### src/rtl/bitrate_pkg.sv
package bitrate_pkg;
  parameter int unsigned RATE_W  = 6;
  parameter int unsigned RATIO_W = 8;

  typedef logic [RATIO_W-1:0] ratio_t;

  function automatic ratio_t basic_ratio(input logic [2:0] code);
    case (code)
      3'd0:    return ratio_t'(8);
      3'd1:    return ratio_t'(16);
      3'd2:    return ratio_t'(32);
      3'd3:    return ratio_t'(40);
      3'd4:    return ratio_t'(50);
      3'd5:    return ratio_t'(64);
      3'd6:    return ratio_t'(100);
      default: return ratio_t'(128);
    endcase
  endfunction

  function automatic ratio_t ext_ratio(input logic [RATE_W-1:0] n);
    return ratio_t'({1'b0, n, 1'b0}) + ratio_t'(2);
  endfunction
endpackage

### src/rtl/bitrate_sel.sv
module bitrate_sel
  import bitrate_pkg::*;
#(
  parameter int unsigned RW = RATE_W
) (
  input  logic          ext_mode_i,
  input  logic [RW-1:0] rate_i,
  output ratio_t        ratio_o
);
  localparam int unsigned CODE_W = 3;

  ratio_t basic_r, ext_r;

  always_comb basic_r = basic_ratio(rate_i[CODE_W-1:0]);
  always_comb ext_r   = ext_ratio(rate_i);
  always_comb ratio_o = ext_mode_i ? ext_r : basic_r;
endmodule

### src/rtl/bitrate_ctr.sv
module bitrate_ctr
  import bitrate_pkg::*;
(
  input  logic   clk_i,
  input  logic   rst_ni,
  input  ratio_t live_ratio_i,
  output logic   bit_stb_o,
  output logic   half_stb_o
);
  localparam ratio_t ONE = ratio_t'(1);

  ratio_t cnt_q, held_q, act_ratio;
  logic   at_start;

  // the first cycle of a period uses the live ratio, the rest use the latched copy
  always_comb at_start  = (cnt_q == '0);
  always_comb act_ratio = at_start ? live_ratio_i : held_q;

  always_comb begin
    bit_stb_o  = (cnt_q == act_ratio - ONE);
    half_stb_o = (cnt_q == (act_ratio >> 1) - ONE);
  end

  always_ff @(posedge clk_i or negedge rst_ni) begin
    if (!rst_ni) begin
      cnt_q  <= '0;
      held_q <= ratio_t'(2);
    end else begin
      if (at_start) held_q <= live_ratio_i;
      cnt_q <= bit_stb_o ? '0 : cnt_q + ONE;
    end
  end
endmodule

### src/rtl/bitrate_div.sv
module bitrate_div
  import bitrate_pkg::*;
(
  input  logic              clk_i,
  input  logic              rst_ni,
  input  logic              ext_mode_i,
  input  logic [RATE_W-1:0] rate_i,
  output logic              bit_stb_o,
  output logic              half_stb_o
);
  ratio_t live_ratio;

  bitrate_sel #(.RW(RATE_W)) u_sel (
    .ext_mode_i (ext_mode_i),
    .rate_i     (rate_i),
    .ratio_o    (live_ratio)
  );

  bitrate_ctr u_ctr (
    .clk_i        (clk_i),
    .rst_ni       (rst_ni),
    .live_ratio_i (live_ratio),
    .bit_stb_o    (bit_stb_o),
    .half_stb_o   (half_stb_o)
  );
endmodule

### config.mk
export PLATFORM = sky130hd
export DESIGN_NAME = bitrate_div
export DESIGN_NICKNAME = d
export VERILOG_FILES = /design/src/rtl/bitrate_pkg.sv /design/src/rtl/bitrate_sel.sv /design/src/rtl/bitrate_ctr.sv /design/src/rtl/bitrate_div.sv
export SDC_FILE = /design/constraint.sdc
export NUM_CORES = 1
export LEC_CHECK = 0
export BUFFER_PORTS_ARGS = -buffer_cell sky130_fd_sc_hd__buf_2
export CAP_MARGIN = 20
export CORE_MARGIN = 8
export CORE_UTILIZATION = 56
export DETAILED_ROUTE_END_ITERATION = 6
export PLACE_DENSITY = 0.75
export RECOVER_POWER = 25
export REMOVE_ABC_BUFFERS = 1
export SLEW_MARGIN = 20
export SYNTH_ARGS = -nofsm -noshare
export SYNTH_HDL_FRONTEND = slang
export SYNTH_SLANG_ARGS = --single-unit
### constraint.sdc
create_clock -name clk_i -period 4.62 [get_ports clk_i]
set_input_delay 0.693 -clock clk_i [delete_from_list [all_inputs] [get_ports clk_i]]
set_output_delay 0.693 -clock clk_i [all_outputs]
set_load 0.1 [all_outputs]
==> results of run 1 <==
layout by cell type (no fill, tap or decap), types with 4 or more instances in the layout:
| cell type | Yosys | routed |
|---|---|---|
| ha_1 | 9 | 8 |
| inv_1 | 10 | 10 |
| nand2b_1 | 6 | 6 |
| nor3_1 | 4 | 4 |
| nand3_1 | 6 | 6 |
| nand2_1 | 16 | 15 |
| a21oi_1 | 13 | 13 |
| nor2_1 | 8 | 8 |
| xor2_1 | 11 | 11 |
| xnor2_1 | 12 | 12 |
| a211oi_1 | 4 | 4 |
| dfrtp_1 | 15 | 15 |
| or3_1 | 4 | 4 |
| buf_2 | 1 | 9 |
| o31ai_1 | 4 | 4 |
| and3_1 | 4 | 4 |
sequential cells by signal (all words and copies together) (netlist names):
name          flops
u_ctr.cnt_q       8
u_ctr.held_q      8
cell families after synthesis:
kind of cell	after synthesis	share of synthesized area, %
and+or+nand+nor	69	25.3
AOI/OAI and AO/OA	47	21.8
xor gates and xnor gates	23	12.9
buffers and inverters	18	4.98
DFF	16	25.8
adders and majority gates	9	7.23
muxes	3	1.93
routing by layer:
| metal | routed length (µm) | global-route usage [%] | vias to the layer above |
|---|---|---|---|
| met5 | 0 | 0 | - |
| met4 | 72 | 5.26 | 0 |
| met3 | 209 | 3.72 | 9 |
| met2 | 1810 | 29.7 | 47 |
| met1 | 1610 | 20.8 | 705 |
| li1 | - | - | 692 |
area by class of cell:
type	count	area [µm²]
multi-input cells	151	1100
fillers	241	1030
flip-flops and latches	16	402
repair buffers	13	71.3
well taps	31	38.8
inverters	10	37.5
clock buffers	4	36.3
where the power goes:
| part | total, mW | switching, mW | internal, mW |
|---|---|---|---|
| sequential | 0.274 | 0.0793 | 0.194 |
| clock | 0.0978 | 0.0496 | 0.0481 |
| combinational | 0.673 | 0.402 | 0.272 |
critical path, stage by stage, from the launching register on:
cell	delay, ns
dfrtp_1	0.43
inv_1	0.13
ha_1	0.19
nor4b_4	0.32
nand2_2	0.20
a21oi_1	0.25
ha_2	0.28
inv_1	0.14
o21ai_1	0.24
o31ai_1	0.13
and2_1	0.19
a311oi_2	0.32
nor2_1	0.07
and3_1	0.15
buf_2	0.29
cell usage after synthesis (all sizes together) (2+ instances only):
cell,n
or2,3
nor3,5
xnor2,12
nor2b,2
xor2,11
or4,2
a21oi,13
nand3b,3
nand4,3
and3,4
nor2,9
a21o,3
a211oi,5
o31ai,5
nand2,16
and2,2
or3,4
mux2i,3
o22ai,2
a311oi,2
dfrtp,15
o21ai,6
inv,10
nand3,6
ha,9
buf,3
clkbuf,5
nand2b,6
stage by stage:
| step | utilization (%) | instances |
|---|---|---|
| 6_report | 62.1 | 225 |
| 2_1_floorplan | - | 177 |
| 3_5_place_dp | 60.1 | 221 |
| 5_1_grt | 62.1 | 225 |
| 3_3_place_gp | 60.1 | 221 |
| 4_1_cts | 61.5 | 225 |
how the worst min path moves through the flow:
| stage | startpoint | endpoint | depth (start not counted) |
|---|---|---|---|
| after floorplan | rst_ni | u_ctr.cnt_q[0] | 0 |
| after global placement | u_ctr.cnt_q[0] | u_ctr.cnt_q[0] | 1 |
| after detailed placement | u_ctr.cnt_q[0] | u_ctr.cnt_q[0] | 1 |
| after CTS | rst_ni | u_ctr.held_q[4] | 1 |
| after global routing | u_ctr.cnt_q[0] | u_ctr.cnt_q[0] | 1 |
| final | rst_ni | u_ctr.held_q[4] | 1 |
what timing repair did:
item	CTS	global route
resized for setup	1	4
setup endpoints to repair	1	2
hold buffers	0	0
==> out/metrics.csv, run 1 <==
metric,value,unit
largest net degree at the start of global routing,17,
clock tree buffer depth,2,
number of synthesized flops with an enable pin,0,
Crit Path Max Fanout,9,
"FF+latch count, synth",16,
CP arrival,3.62,ns
post-route cell area,1680,µm²
I/O pin count,11,
clock tree root driver cell,clkbuf_4,
status,"finished, final reports clean",
Final Worst Setup Slack,0.303,ns
hold crit path type,in -> async,
Total Wirelength,3700,µm
Leak,0.687,nW
First-pass DRT Iterations,4,
final hold violation count,0,
max cap viols,0,
nets,213,
crit path capture,bit_stb_o,
Max Slew Vio Count,0,
dominant cell type by area after synthesis,dfrtp_1,
Critical Path Sink Type,primary output,
post-CTS setup repair buffer count,0,
final total power,1.04,mW
Port Buffers,10,
Hold Worst Slack,0.476,ns
reg-to-reg critical path endpoint,u_ctr.cnt_q[4],
Cell Pwr Density,621,nW/µm²
Max Clock Skew,0.0158,ns
vias,1453,
Die Y,68.7,µm
synth top area cells,"dfrtp_1 (24%), ha_1 (7.2%), xnor2_1 (6.8%)",
synth unique cells,53,
DIE AREA,4720,µm²
initial antenna violation count,0,
mapped cell area,1560,µm²
share of cells above drive strength 1,14.4,%
grt ovf,0,
CP Launch Type,register,
Synth top area share,24.1,%
drt initial violations,122,
Max rail drop VDD,0.485,mV
clk_lat worst skew,0.31,ns
RSZ-0062 raised after global routing,false,
routability congestion estimate,0.851,
cells after synthesis,185,
ys async rst share,100,%
TNS Setup,0,ns
worst slew pin tran,0.908,ns
Inserted Diodes,0,
ys flop type,dfrtp_1,
Post-Syn Area per Cell,8.41,µm²
Area Growth Syn to Fin,8.12,%
final setup vio count,0,
Post-DRT Antenna Nets,0,
vias per std cell,6.46,
relative slew slack,39.5,%
Fmax,232,MHz
Core Box Area,2710,µm²
"Seq/Total Area, Yosys",25.8,%
Die Wd,68.7,µm
Placed Area,1630,µm²
Starting Density,57.4,%
total track usage,17.2,%
CTS tree,built,
min Tclk post-route,4.32,ns
clock slew at reported path FFs,0.11,ns
vias in the first global route,1429,
wire per inst,16.4,µm
Place WS,0.303,ns
final routed DRC violation total,0,
Tcrit/Tclk final,93.4,%
Rows,19,
first-pass GRT wire length,6330,µm
"Data required, critical path",3.93,ns
worst reg-to-reg setup slack,1.24,ns
post-DP HPWL,2780,µm
worst r2r path cells,12,
CTS sink cnt,16,
synth warn,0,
worst reg2reg startpoint,u_ctr.cnt_q[0],
CTS buffer count,3,
Crit. Startpoint,u_ctr.cnt_q[0],
WS Path Type,reg -> out,
H-tree depth,1,
Note: power is estimated with default switching activity, not from simulation.
==> run 2, diff against run 1 <==
--- a/config.mk
+++ b/config.mk
@@ -9,6 +9,7 @@
 export CAP_MARGIN = 20
 export CORE_MARGIN = 8
 export CORE_UTILIZATION = 56
+export CTS_BUF_LIST = sky130_fd_sc_hd__clkbuf_4 sky130_fd_sc_hd__clkbuf_8
 export DETAILED_ROUTE_END_ITERATION = 6
 export PLACE_DENSITY = 0.75
 export RECOVER_POWER = 25
==> constraint.sdc (replaced) <==
create_clock -name clk_i -period 5 [get_ports clk_i]
set_input_delay 0.75 -clock clk_i [delete_from_list [all_inputs] [get_ports clk_i]]
set_output_delay 0.75 -clock clk_i [all_outputs]
set_load 0.1 [all_outputs]
==> out/metrics.csv, run 2 (same netlist as run 1, synthesis figures left out) <==
metric,value,unit
final setup vio count,0,
worst slew pin tran,0.919,ns
Post-DRT Antenna Nets,0,
Max rail drop VDD,0.427,mV
WS Path Type,reg -> out,
post-CTS setup repair buffer count,0,
CP Launch Type,register,
CTS buffer count,3,
CTS sink cnt,16,
worst r2r path cells,12,
Fmax,217,MHz
clock slew at reported path FFs,0.10,ns
Fill cells,245,
Total Wirelength,3600,µm
Place WS,0.598,ns
Area Growth Syn to Fin,6.03,%
vias per std cell,6.32,
hold crit path type,reg -> reg,
grt ovf,0,
CP arrival,3.85,ns
Die Y,68.7,µm
First-pass DRT Iterations,4,
DIE AREA,4720,µm²
Tcrit/Tclk final,92.0,%
RSZ-0062 raised after global routing,false,
relative slew slack,38.8,%
max cap viols,0,
final total power,0.920,mW
Hold Worst Slack,0.512,ns
Starting Density,57.4,%
Inserted Diodes,0,
Die Wd,68.7,µm
Core Box Area,2710,µm²
final routed DRC violation total,0,
Critical Path Sink Type,primary output,
Leak,0.675,nW
clock tree root driver cell,clkbuf_4,
total track usage,17.2,%
routability congestion estimate,0.868,
H-tree depth,1,
cell count of the worst hold path,1,
share of cells above drive strength 1,12.5,%
status,"finished, final reports clean",
clock tree buffer depth,2,
Port Buffers,10,
I/O pin count,11,
"Data required, critical path",4.25,ns
initial antenna violation count,0,
clk_lat worst skew,0.29,ns
most frequent cells in the layout,"nand2_1 (15), dfrtp_1 (15), a21oi_1 (13)",
nets,211,
drt initial violations,108,
Cell Pwr Density,557,nW/µm²
CTS tree,built,
vias,1409,
first-pass GRT wire length,6330,µm
final hold violation count,0,
wire per inst,16.1,µm
Crit Path Max Fanout,9,
min Tclk post-route,4.60,ns
Largest regs,"u_ctr.cnt_q x8, u_ctr.held_q x8",
post-DP HPWL,2830,µm
Rows,19,
Max Slew Vio Count,0,
Final Worst Setup Slack,0.399,ns
vias in the first global route,1429,
Max Clock Skew,0.00424,ns
largest net degree at the start of global routing,17,
-- run 2: cell count changes in the layout (fill, tap and decap cells not counted), sizes merged --
cell	previous run	this run
buf	12	10
-- run 2: timing repair --
action | 4_1_cts | 5_1_grt
hold buffers | 0 | 0
gates resized for setup | 0 | 1
endpoints found under the setup margin | 0 | 1
-- run 2: area by class of cell --
class	count	area, µm²	share of cell area [%]
inverters	10	37.5	2.27
repair buffers	11	56.3	3.41
clock buffers	4	36.3	2.20
well taps	31	38.8	2.35
multi-input cells	151	1080	65.4
flip-flops and latches	16	402	24.3
-- run 2: per-stage QoR --
step                      area (µm²)  utilization [%]  TNS [ns]  cells
after floorplan                 1520                -    -0.615    177
after global placement          1610             59.5         0    219
after detailed placement        1610             59.5         0    219
after CTS                       1650             60.8         0    223
after global routing            1650             60.9         0    223
final                           1650             60.9         0    223
-- run 2: worst max-delay path: stages (launching register included) --
cell	delay, ns
dfrtp_1	0.43
inv_1	0.16
ha_1	0.19
nor4b_2	0.40
nand2_2	0.22
a21oi_1	0.26
ha_1	0.30
inv_1	0.15
o21ai_0	0.26
o31ai_1	0.13
and2_1	0.17
a311oi_1	0.36
nor2_1	0.07
and3_1	0.16
buf_2	0.29
-- run 2: final timing paths --
| path | to | slack [ns] | startpoint |
|---|---|---|---|
| setup reg to reg | u_ctr.cnt_q[5] | 1.45 | u_ctr.cnt_q[0] |
| setup / recovery | bit_stb_o | 0.40 | u_ctr.cnt_q[0] |
| min in group asynchronous | u_ctr.held_q[4] | 0.56 | rst_ni |
| hold / removal | u_ctr.cnt_q[0] | 0.51 | u_ctr.cnt_q[0] |
| max in group asynchronous | u_ctr.cnt_q[4] | 3.88 | rst_ni |
| hold reg to reg | u_ctr.cnt_q[0] | 0.51 | u_ctr.cnt_q[0] |
-- run 2: report_power, final --
| part | internal, mW | leakage [nW] | switching, mW |
|---|---|---|---|
| Clock | 0.0443 | 0.0210 | 0.0452 |
| Sequential | 0.180 | 0.198 | 0.0785 |
| Combinational | 0.232 | 0.456 | 0.340 |
| Total | 0.456 | 0.675 | 0.464 |
-- run 2: per-layer routing --
metal	vias to the layer above	part of all wire (%)	wire [µm]	GRT usage (%)
met4	0	1.6	56	5.01
met2	30	50	1780	30.2
met1	688	46	1640	20.9
met5	-	0	0	0
met3	6	3.2	115	3.07
li1	685	-	-	-
==> run 3, diff against run 2 <==
--- a/config.mk
+++ b/config.mk
@@ -12,9 +12,10 @@
 export CTS_BUF_LIST = sky130_fd_sc_hd__clkbuf_4 sky130_fd_sc_hd__clkbuf_8
 export DETAILED_ROUTE_END_ITERATION = 6
 export PLACE_DENSITY = 0.75
-export RECOVER_POWER = 25
+export RECOVER_POWER = 50
 export REMOVE_ABC_BUFFERS = 1
 export SLEW_MARGIN = 20
 export SYNTH_ARGS = -nofsm -noshare
 export SYNTH_HDL_FRONTEND = slang
 export SYNTH_SLANG_ARGS = --single-unit
+export TNS_END_PERCENT = 1
==> out/metrics.csv, run 3 (same netlist as run 1, synthesis figures left out) <==
metric,value,unit
First-pass DRT Iterations,4,
total track usage,17.2,%
Fill cells,245,
Post-DRT Antenna Nets,0,
worst r2r path cells,12,
post-DP HPWL,2830,µm
Die Wd,68.7,µm
status,"finished, final reports clean",
Cell Pwr Density,557,nW/µm²
initial antenna violation count,0,
wire per inst,16.1,µm
routability congestion estimate,0.868,
Hold Worst Slack,0.512,ns
Inserted Diodes,0,
CTS buffer count,3,
Total Wirelength,3600,µm
reg-to-reg critical path endpoint,u_ctr.cnt_q[5],
CTS tree,built,
final setup vio count,0,
nets,211,
FF+latch area,402,µm²
final routed DRC violation total,0,
hold crit path type,reg -> reg,
Core Box Area,2710,µm²
"Data required, critical path",4.25,ns
met1 usage,20.9,%
most frequent cells in the layout,"nand2_1 (15), dfrtp_1 (15), a21oi_1 (13)",
Rows,19,
Max rail drop VDD,0.427,mV
I/O pin count,11,
clock tree buffer depth,2,
Critical Path Sink Type,primary output,
relative slew slack,38.7,%
Largest regs,"u_ctr.cnt_q x8, u_ctr.held_q x8",
CP arrival,3.86,ns
Hold Crit Start,u_ctr.cnt_q[0],
Area Growth Syn to Fin,6.03,%
Max Slew Vio Count,0,
Place WS,0.598,ns
GR Layer Usage met2,30.2,%
CTS sink cnt,16,
Post-Layout Cell Count,223,
min Tclk post-route,4.61,ns
first-pass GRT wire length,6330,µm
worst reg2reg startpoint,u_ctr.cnt_q[0],
Post-CTS Hold Buffers,0,
Fmax,217,MHz
max cap viols,0,
Final Worst Setup Slack,0.392,ns
Crit Path Max Fanout,9,
vias,1410,
clock tree root driver cell,clkbuf_4,
Inst Count DP,219,
WS Path Type,reg -> out,
final total power,0.920,mW
worst hold endpoint,u_ctr.cnt_q[0],
cell count of the worst hold path,1,
grt ovf,0,
vias in the first global route,1429,
Die Y,68.7,µm
vias per std cell,6.32,
H-tree depth,1,
worst reg-to-reg setup slack,1.44,ns
Starting Density,57.4,%
clock slew at reported path FFs,0.10,ns
drt initial violations,108,
clk_lat worst skew,0.29,ns
grt peak-use layer,met2,
RSZ-0062 raised after global routing,false,
final hold violation count,0,
Multi-input gate area,1080,µm²
largest net degree at the start of global routing,17,
GR Layer Usage met3,3.07,%
share of cells above drive strength 1,12.5,%
DIE AREA,4720,µm²
Max Clock Skew,0.00427,ns
CP Launch Type,register,
Port Buffers,10,
worst slew pin tran,0.920,ns
Tcrit/Tclk final,92.2,%
Leak,0.675,nW
==> run 3: area by class of cell <==
| type | instances | area share (%) |
|---|---|---|
| repair buffers | 11 | 3.41 |
| well taps | 31 | 2.35 |
| multi-input cells | 151 | 65.4 |
| inverters | 10 | 2.27 |
| clock buffers | 4 | 2.20 |
| flip-flops and latches | 16 | 24.3 |
==> run 3: routing by layer <==
layer | wire, µm | share of wire [%]
met5 | 0 | 0
met1 | 1630 | 45
met4 | 56 | 1.6
met2 | 1800 | 50
met3 | 111 | 3.1
==> run 3: what timing repair did <==
| action | CTS | global route |
|---|---|---|
| buffers inserted | 0 | 0 |
| endpoints found under the setup margin | 0 | 1 |
| resized for setup | 0 | 1 |
==> run 3: worst max-delay path, stage by stage, from the launching register on <==
cell,delay [ns]
dfrtp_1,0.43
inv_1,0.16
ha_1,0.19
nor4b_2,0.40
nand2_2,0.22
a21oi_1,0.26
ha_1,0.30
inv_1,0.15
o21ai_0,0.26
o31ai_1,0.13
and2_1,0.17
a311oi_1,0.36
nor2_1,0.07
and3_1,0.16
buf_2,0.29
==> run 3: worst max path at each step <==
stage,startpoint,cells past startpoint,to,slack [ns]
after detailed placement,rate_i[0],11,half_stb_o,0.60
after CTS,u_ctr.cnt_q[0],14,bit_stb_o,0.39
after global placement,rate_i[1],11,half_stb_o,0.75
after global routing,u_ctr.cnt_q[0],14,bit_stb_o,0.04
final,u_ctr.cnt_q[0],14,bit_stb_o,0.39
after floorplan,u_ctr.cnt_q[0],10,half_stb_o,-0.62
==> run 3: where the power goes <==
group | switching (mW) | leakage (nW) | internal (mW) | total [mW]
combinational | 0.340 | 0.456 | 0.232 | 0.573
clock | 0.0452 | 0.0210 | 0.0443 | 0.0896
sequential | 0.0783 | 0.198 | 0.180 | 0.258
total | 0.464 | 0.675 | 0.456 | 0.920
==> run 3: per-stage QoR <==
stage	cell area, µm²	setup TNS (ns)	util, %
6_report	1650	0	60.9
2_1_floorplan	1520	-0.615	-
4_1_cts	1650	0	60.8
3_3_place_gp	1610	0	59.5
3_5_place_dp	1610	0	59.5
5_1_grt	1650	0	60.9
